==> src/rtl/wdog_pkg.sv <==
package wdog_pkg;
  // Action taken when the countdown runs out, selected by the steering bit.
  typedef enum logic {
    ACT_IRQ = 1'b0,
    ACT_RST = 1'b1
  } wd_act_e;
endpackage

==> src/rtl/wd_cfg_reg.sv <==
module wd_cfg_reg #(
  parameter int MULT_W = 5,
  parameter int RES_W  = 2,
  localparam int REG_W  = MULT_W + RES_W + 1,
  localparam int LOAD_W = MULT_W + 2 * ((1 << RES_W) - 1)
) (
  input  logic              clk,
  input  logic              rst_n,
  input  logic              wr,
  input  logic [REG_W-1:0]  wdata,
  input  logic              clr,
  output logic [REG_W-1:0]  q,
  output logic [LOAD_W-1:0] load_val,
  output wdog_pkg::wd_act_e act
);
  logic [REG_W-1:0]  src;
  logic [MULT_W-1:0] mult;
  logic [RES_W-1:0]  res;

  always_ff @(posedge clk) begin
    if (!rst_n)   q <= '0;
    else if (wr)  q <= wdata;
    else if (clr) q <= '0;
  end

  // Reload source: the incoming byte on a write, the held byte on a read.
  assign src  = wr ? wdata : q;
  assign res  = src[RES_W-1:0];
  assign mult = src[RES_W +: MULT_W];
  assign load_val = LOAD_W'(mult) << {res, 1'b0};
  assign act  = wdog_pkg::wd_act_e'(q[REG_W-1]);
endmodule

==> src/rtl/wd_counter.sv <==
module wd_counter #(
  parameter int LOAD_W = 11
) (
  input  logic              clk,
  input  logic              rst_n,
  input  logic              kick,
  input  logic [LOAD_W-1:0] load_val,
  input  logic              tick,
  output logic              expire
);
  logic [LOAD_W-1:0] cnt;
  logic              active;

  always_ff @(posedge clk) begin
    if (!rst_n) begin
      cnt    <= '0;
      active <= 1'b0;
    end else if (kick) begin
      cnt    <= load_val;
      active <= (load_val != '0);
    end else if (active && tick) begin
      cnt <= cnt - LOAD_W'(1);
      if (cnt == LOAD_W'(1)) active <= 1'b0;
    end
  end

  assign expire = active & tick & (cnt == LOAD_W'(1)) & ~kick;
endmodule

==> src/rtl/wd_expiry.sv <==
module wd_expiry (
  input  logic              clk,
  input  logic              rst_n,
  input  logic              expire,
  input  wdog_pkg::wd_act_e act,
  input  logic              wr,
  output logic              flag,
  output logic              rst_req,
  output logic              irq,
  output logic              cent_clr,
  output logic              cfg_clr
);
  logic to_rst;

  assign to_rst  = expire & (act == wdog_pkg::ACT_RST);
  assign cfg_clr = to_rst;

  always_ff @(posedge clk) begin
    if (!rst_n) begin
      flag     <= 1'b0;
      rst_req  <= 1'b0;
      irq      <= 1'b0;
      cent_clr <= 1'b0;
    end else begin
      if (wr)          flag <= 1'b0;
      else if (expire) flag <= 1'b1;
      rst_req  <= to_rst;
      cent_clr <= to_rst;
      irq      <= expire & (act == wdog_pkg::ACT_IRQ);
    end
  end
endmodule

==> src/rtl/wdog_steer.sv <==
module wdog_steer #(
  parameter int MULT_W = 5,
  parameter int RES_W  = 2
) (
  input  logic                    clk,
  input  logic                    rst_n,
  input  logic                    cfg_wr,
  input  logic                    cfg_rd,
  input  logic [MULT_W+RES_W:0]   cfg_wdata,
  output logic [MULT_W+RES_W:0]   cfg_rdata,
  input  logic                    tick_16hz,
  output logic                    wd_flag,
  output logic                    rst_req,
  output logic                    irq,
  output logic                    cent_clr
);
  localparam int LOAD_W = MULT_W + 2 * ((1 << RES_W) - 1);

  logic [LOAD_W-1:0] load_val;
  logic              expire;
  logic              cfg_clr;
  wdog_pkg::wd_act_e act;

  wd_cfg_reg #(.MULT_W(MULT_W), .RES_W(RES_W)) u_cfg (
    .clk(clk), .rst_n(rst_n), .wr(cfg_wr), .wdata(cfg_wdata), .clr(cfg_clr),
    .q(cfg_rdata), .load_val(load_val), .act(act)
  );

  wd_counter #(.LOAD_W(LOAD_W)) u_cnt (
    .clk(clk), .rst_n(rst_n), .kick(cfg_wr | cfg_rd), .load_val(load_val),
    .tick(tick_16hz), .expire(expire)
  );

  wd_expiry u_exp (
    .clk(clk), .rst_n(rst_n), .expire(expire), .act(act), .wr(cfg_wr),
    .flag(wd_flag), .rst_req(rst_req), .irq(irq), .cent_clr(cent_clr),
    .cfg_clr(cfg_clr)
  );
endmodule

==> config.mk <==
export PLATFORM = sky130hd
export DESIGN_NAME = wdog_steer
export DESIGN_NICKNAME = d
export VERILOG_FILES = /design/src/rtl/wdog_pkg.sv /design/src/rtl/wd_cfg_reg.sv /design/src/rtl/wd_counter.sv /design/src/rtl/wd_expiry.sv /design/src/rtl/wdog_steer.sv
export SDC_FILE = /design/constraint.sdc
export NUM_CORES = 1
export LEC_CHECK = 0
export BUFFER_PORTS_ARGS = -buffer_cell sky130_fd_sc_hd__buf_2
export CORE_ASPECT_RATIO = 0.9
export CORE_UTILIZATION = 40
export CTS_BUF_LIST = sky130_fd_sc_hd__clkbuf_8
export CTS_CLUSTER_SIZE = 10
export DETAILED_ROUTE_END_ITERATION = 8
export PLACE_DENSITY = 0.59
export SYNTH_ARGS = -nofsm -noshare
export SYNTH_HDL_FRONTEND = slang
export SYNTH_SLANG_ARGS = --single-unit
==> constraint.sdc <==
create_clock -name clk -period 3.55 [get_ports clk]
set_input_delay 0.355 -clock clk [delete_from_list [all_inputs] [get_ports clk]]
set_output_delay 0.355 -clock clk [all_outputs]
set_load 0.05 [all_outputs]
==> qor.yml <==
detailed_routing:
  drtIter0Drc: 87
  drcViolationCount: 0
  via_count: 1312
  totalWireLength_microns: 3260
  vias_per_cell: 5.78
  firstDrtPassIters: 4
  wl_per_cell_microns: 14.3
  postRouteAntennaNets: 0
worst_setup_path:
  cp.depth: 5
  crit_start: "u_cnt.cnt[2]$_SDFFE_PN0P_"
  critPathSlowestCell: "nor4_1"
  worstSetupEndpointType: "register"
  crit_type: "register to register"
  crit_path_end: "u_cfg.q[4]$_SDFFE_PN0P_"
  cp.required_ns: 3.69
  path_buf_inv: 0
  r2r_setup_slack_ns: 1.57
  max_stage_delay_ns: 0.72
  start_kind: "register"
  r2r_start: "u_cnt.cnt[2]$_SDFFE_PN0P_"
  reg2reg_depth: 5
  r2r-end: "u_cfg.q[4]$_SDFFE_PN0P_"
  crit_arrival_ns: 2.13
  worstPathCellList: "nor4_1 -> and4_1 -> nand2_1 -> nand2_1 -> nor2_1"
  path_delay_family: "simple AND/OR/NAND/NOR gates"
  worst_path_most_repeated_cell: "nand2_1"
  crit_fanout: 7
global_routing:
  antenna_found_initial: 0
  grt_pass1_vias: 1110
  grt_first_pass_wirelength_microns: 5460
  grt_max_degree: 25
  grt_use_met1_pct: 26.7
  grt_overflow_total: 0
  busiest_layer: "met2"
  gr-usage-met2_pct: 29.0
  met3_usage_pct: 5.12
  grt_usage_pct: 19.0
logic_synthesis:
  ys_ff_latch: 23
  syn_area_sq_um: 1380
  synthArstFlopShare_pct: 0
  synth-edff-count: 0
  ys.warnings.count: 0
  syn-num-nets: 182
  syn_avg_cell_area_sq_um: 8.26
  synth-seq-area-share_pct: 33.4
  syn_inst: 167
  synth-main-ff-cell: "dfxtp_1"
  ys_types: 50
layout:
  drive_gt1_share_pct: 18.9
  ff_latch_area_sq_um: 460
  multiInputGateArea_sq_um: 838
  fin_util_pct: 48.6
  fillers: 303
  stdcell_count: 227
  layout.nets: 201
  syn_to_final_growth_pct: 11.3
  n_antenna_cell: 0
clock_network:
  cts_tree: "done"
  root_buffer: "clkbuf_8"
  cts.sinks: 23
  htreeDepth: 1
  worstSkewPairLatency_ns: 0.27
  cts_buffers: 3
  post_cts_buffers: 0
  hold_buffers: 0
  clk_pin_slew_ns: 0.08
  clock_path_buffers: 2
  cts_resized: 0
run:
  drv_cap: 0
sta:
  worst_slew_pin_slew_ns: 0.900
  period_share_pct: 55.8
  final_max_slew_viol_count: 0
  hold_viol: 0
  min_period_ns: 1.98
  setup_viol: 0
  skew_ns: 0.00274
  setup_tns_ns: 0
  rsz0062_at_grt: "no"
  slew_headroom_pct: 39.8
  fmax_mhz: 504
power_and_ir_drop:
  p_per_area_nw_per_um2: 404
  p_leak_nw: 0.663
  vdd_drop_max_mv: 0.240
placement:
  place_congestion: 0.842
  port_buffers: 24
  dp_cells: 223
  dpl.hpwl_microns: 2440
floorplan:
  rows: 19
  io_pins: 25
  die_area_sq_um: 3690
  dieHeight_microns: 57.7
  start_util_pct: 43.6
  die_w_microns: 63.9
  core_area_sq_um: 3160
status:
  status: "finished, final reports clean"
hold_path:
  hold_class: "primary input to register"
-- sequential cells by signal, indices dropped and copies added, names as in the netlist --
signal / count
u_cnt.cnt: 11
u_cfg.q: 8
u_cnt.active: 1
u_exp.flag: 1
u_exp.irq: 1
u_exp.rst_req: 1
-- layout by cell type, fill, tap and decap left out, drive strengths merged, types with 7 or more instances in the layout --
cell type  instances
nor4               7
buf               24
dfxtp             23
o21ai              9
nor3               7
nand2             18
nor2              14
a21oi             10
mux2i              7
-- final cells by class --
type	count	area share, %
clock buffer	3	2.69
clock inverter	1	0.326
inverter	5	1.22
multi-input combinational	129	54.6
sequential	23	30.0
tap	42	3.42
timing repair buffer	24	7.82
-- worst register-to-register path: cells and delay by family, from the launching register on --
| kind | cells | cell delay (ns) |
|---|---|---|
| AND/OR/NAND/NOR | 5 | 1.49 |
| flip-flops | 1 | 0.38 |
-- layer usage --
metal  vias up  part of all wire (%)
li1        649                     -
met1       618                    49
met5         -                     0
met2        41                    44
met4         0                  0.77
met3         4                   6.3
-- worst min-delay path by stage --
stage                             from                      end  slack, ns  cells past startpoint
5_1_grt                   cfg_wdata[7]  u_cfg.q[7]$_SDFFE_PN0P_       0.34                      3
6_report                  cfg_wdata[7]  u_cfg.q[7]$_SDFFE_PN0P_       0.32                      3
2_1_floorplan  u_cfg.q[7]$_SDFFE_PN0P_     u_exp.irq$_SDFF_PN0_       0.43                      1
4_1_cts                   cfg_wdata[7]  u_cfg.q[7]$_SDFFE_PN0P_       0.32                      3
3_3_place_gp   u_cfg.q[7]$_SDFFE_PN0P_     u_exp.irq$_SDFF_PN0_       0.45                      1
3_5_place_dp   u_cfg.q[7]$_SDFFE_PN0P_     u_exp.irq$_SDFF_PN0_       0.47                      1
-- synthesized netlist by cell type, types with 4 or more instances --
cell | n | area share (%)
o21ai_0 | 9 | 3.3
buf_4 | 4 | 2.2
dfxtp_1 | 23 | 33
nand3_1 | 5 | 1.8
a21oi_1 | 10 | 3.6
nand2_1 | 18 | 4.9
mux2i_1 | 7 | 5.1
nor3_1 | 7 | 2.5
nor4_1 | 6 | 2.7
inv_1 | 5 | 1.4
o221ai_1 | 4 | 2.5
xor2_1 | 5 | 3.2
nor2_1 | 13 | 3.5
-- power breakdown --
group	switching, W	internal, W	leakage (nW)	total, W
clock	0.0000838	0.0000784	0.0255	0.000162
combinational	0.000103	0.0000628	0.448	0.000166
sequential	0.0000191	0.000274	0.189	0.000293
total	0.000206	0.000416	0.663	0.000621
-- through the flow --
| step | hold WS [ns] | total power, W | setup slack, ns | instance area, sq um |
|---|---|---|---|---|
| after floorplan | 0.434 | 0.000425 | 1.72 | 1380 |
| after global placement | 0.455 | 0.000462 | 1.47 | 1490 |
| after detailed placement | 0.466 | 0.000463 | 1.40 | 1490 |
| after CTS | 0.324 | 0.000626 | 1.59 | 1540 |
| after global routing | 0.341 | 0.000659 | 1.37 | 1540 |
| final | 0.322 | 0.000621 | 1.57 | 1540 |
-- cell families (layout without fill, tap and decap cells) --
family	after synthesis	after routing	share of synthesized area [%]
flip-flops	23	23	33.4
AO/OA/AOI/OAI	40	40	19.4
adder cells (fa/ha/maj)	2	2	1.81
XOR/XNOR	8	8	5.08
multiplexers	9	9	6.98
buffers and inverters	15	33	5.89
AND/OR/NAND/NOR	70	70	27.5
Power figures use the tool's default switching activity.
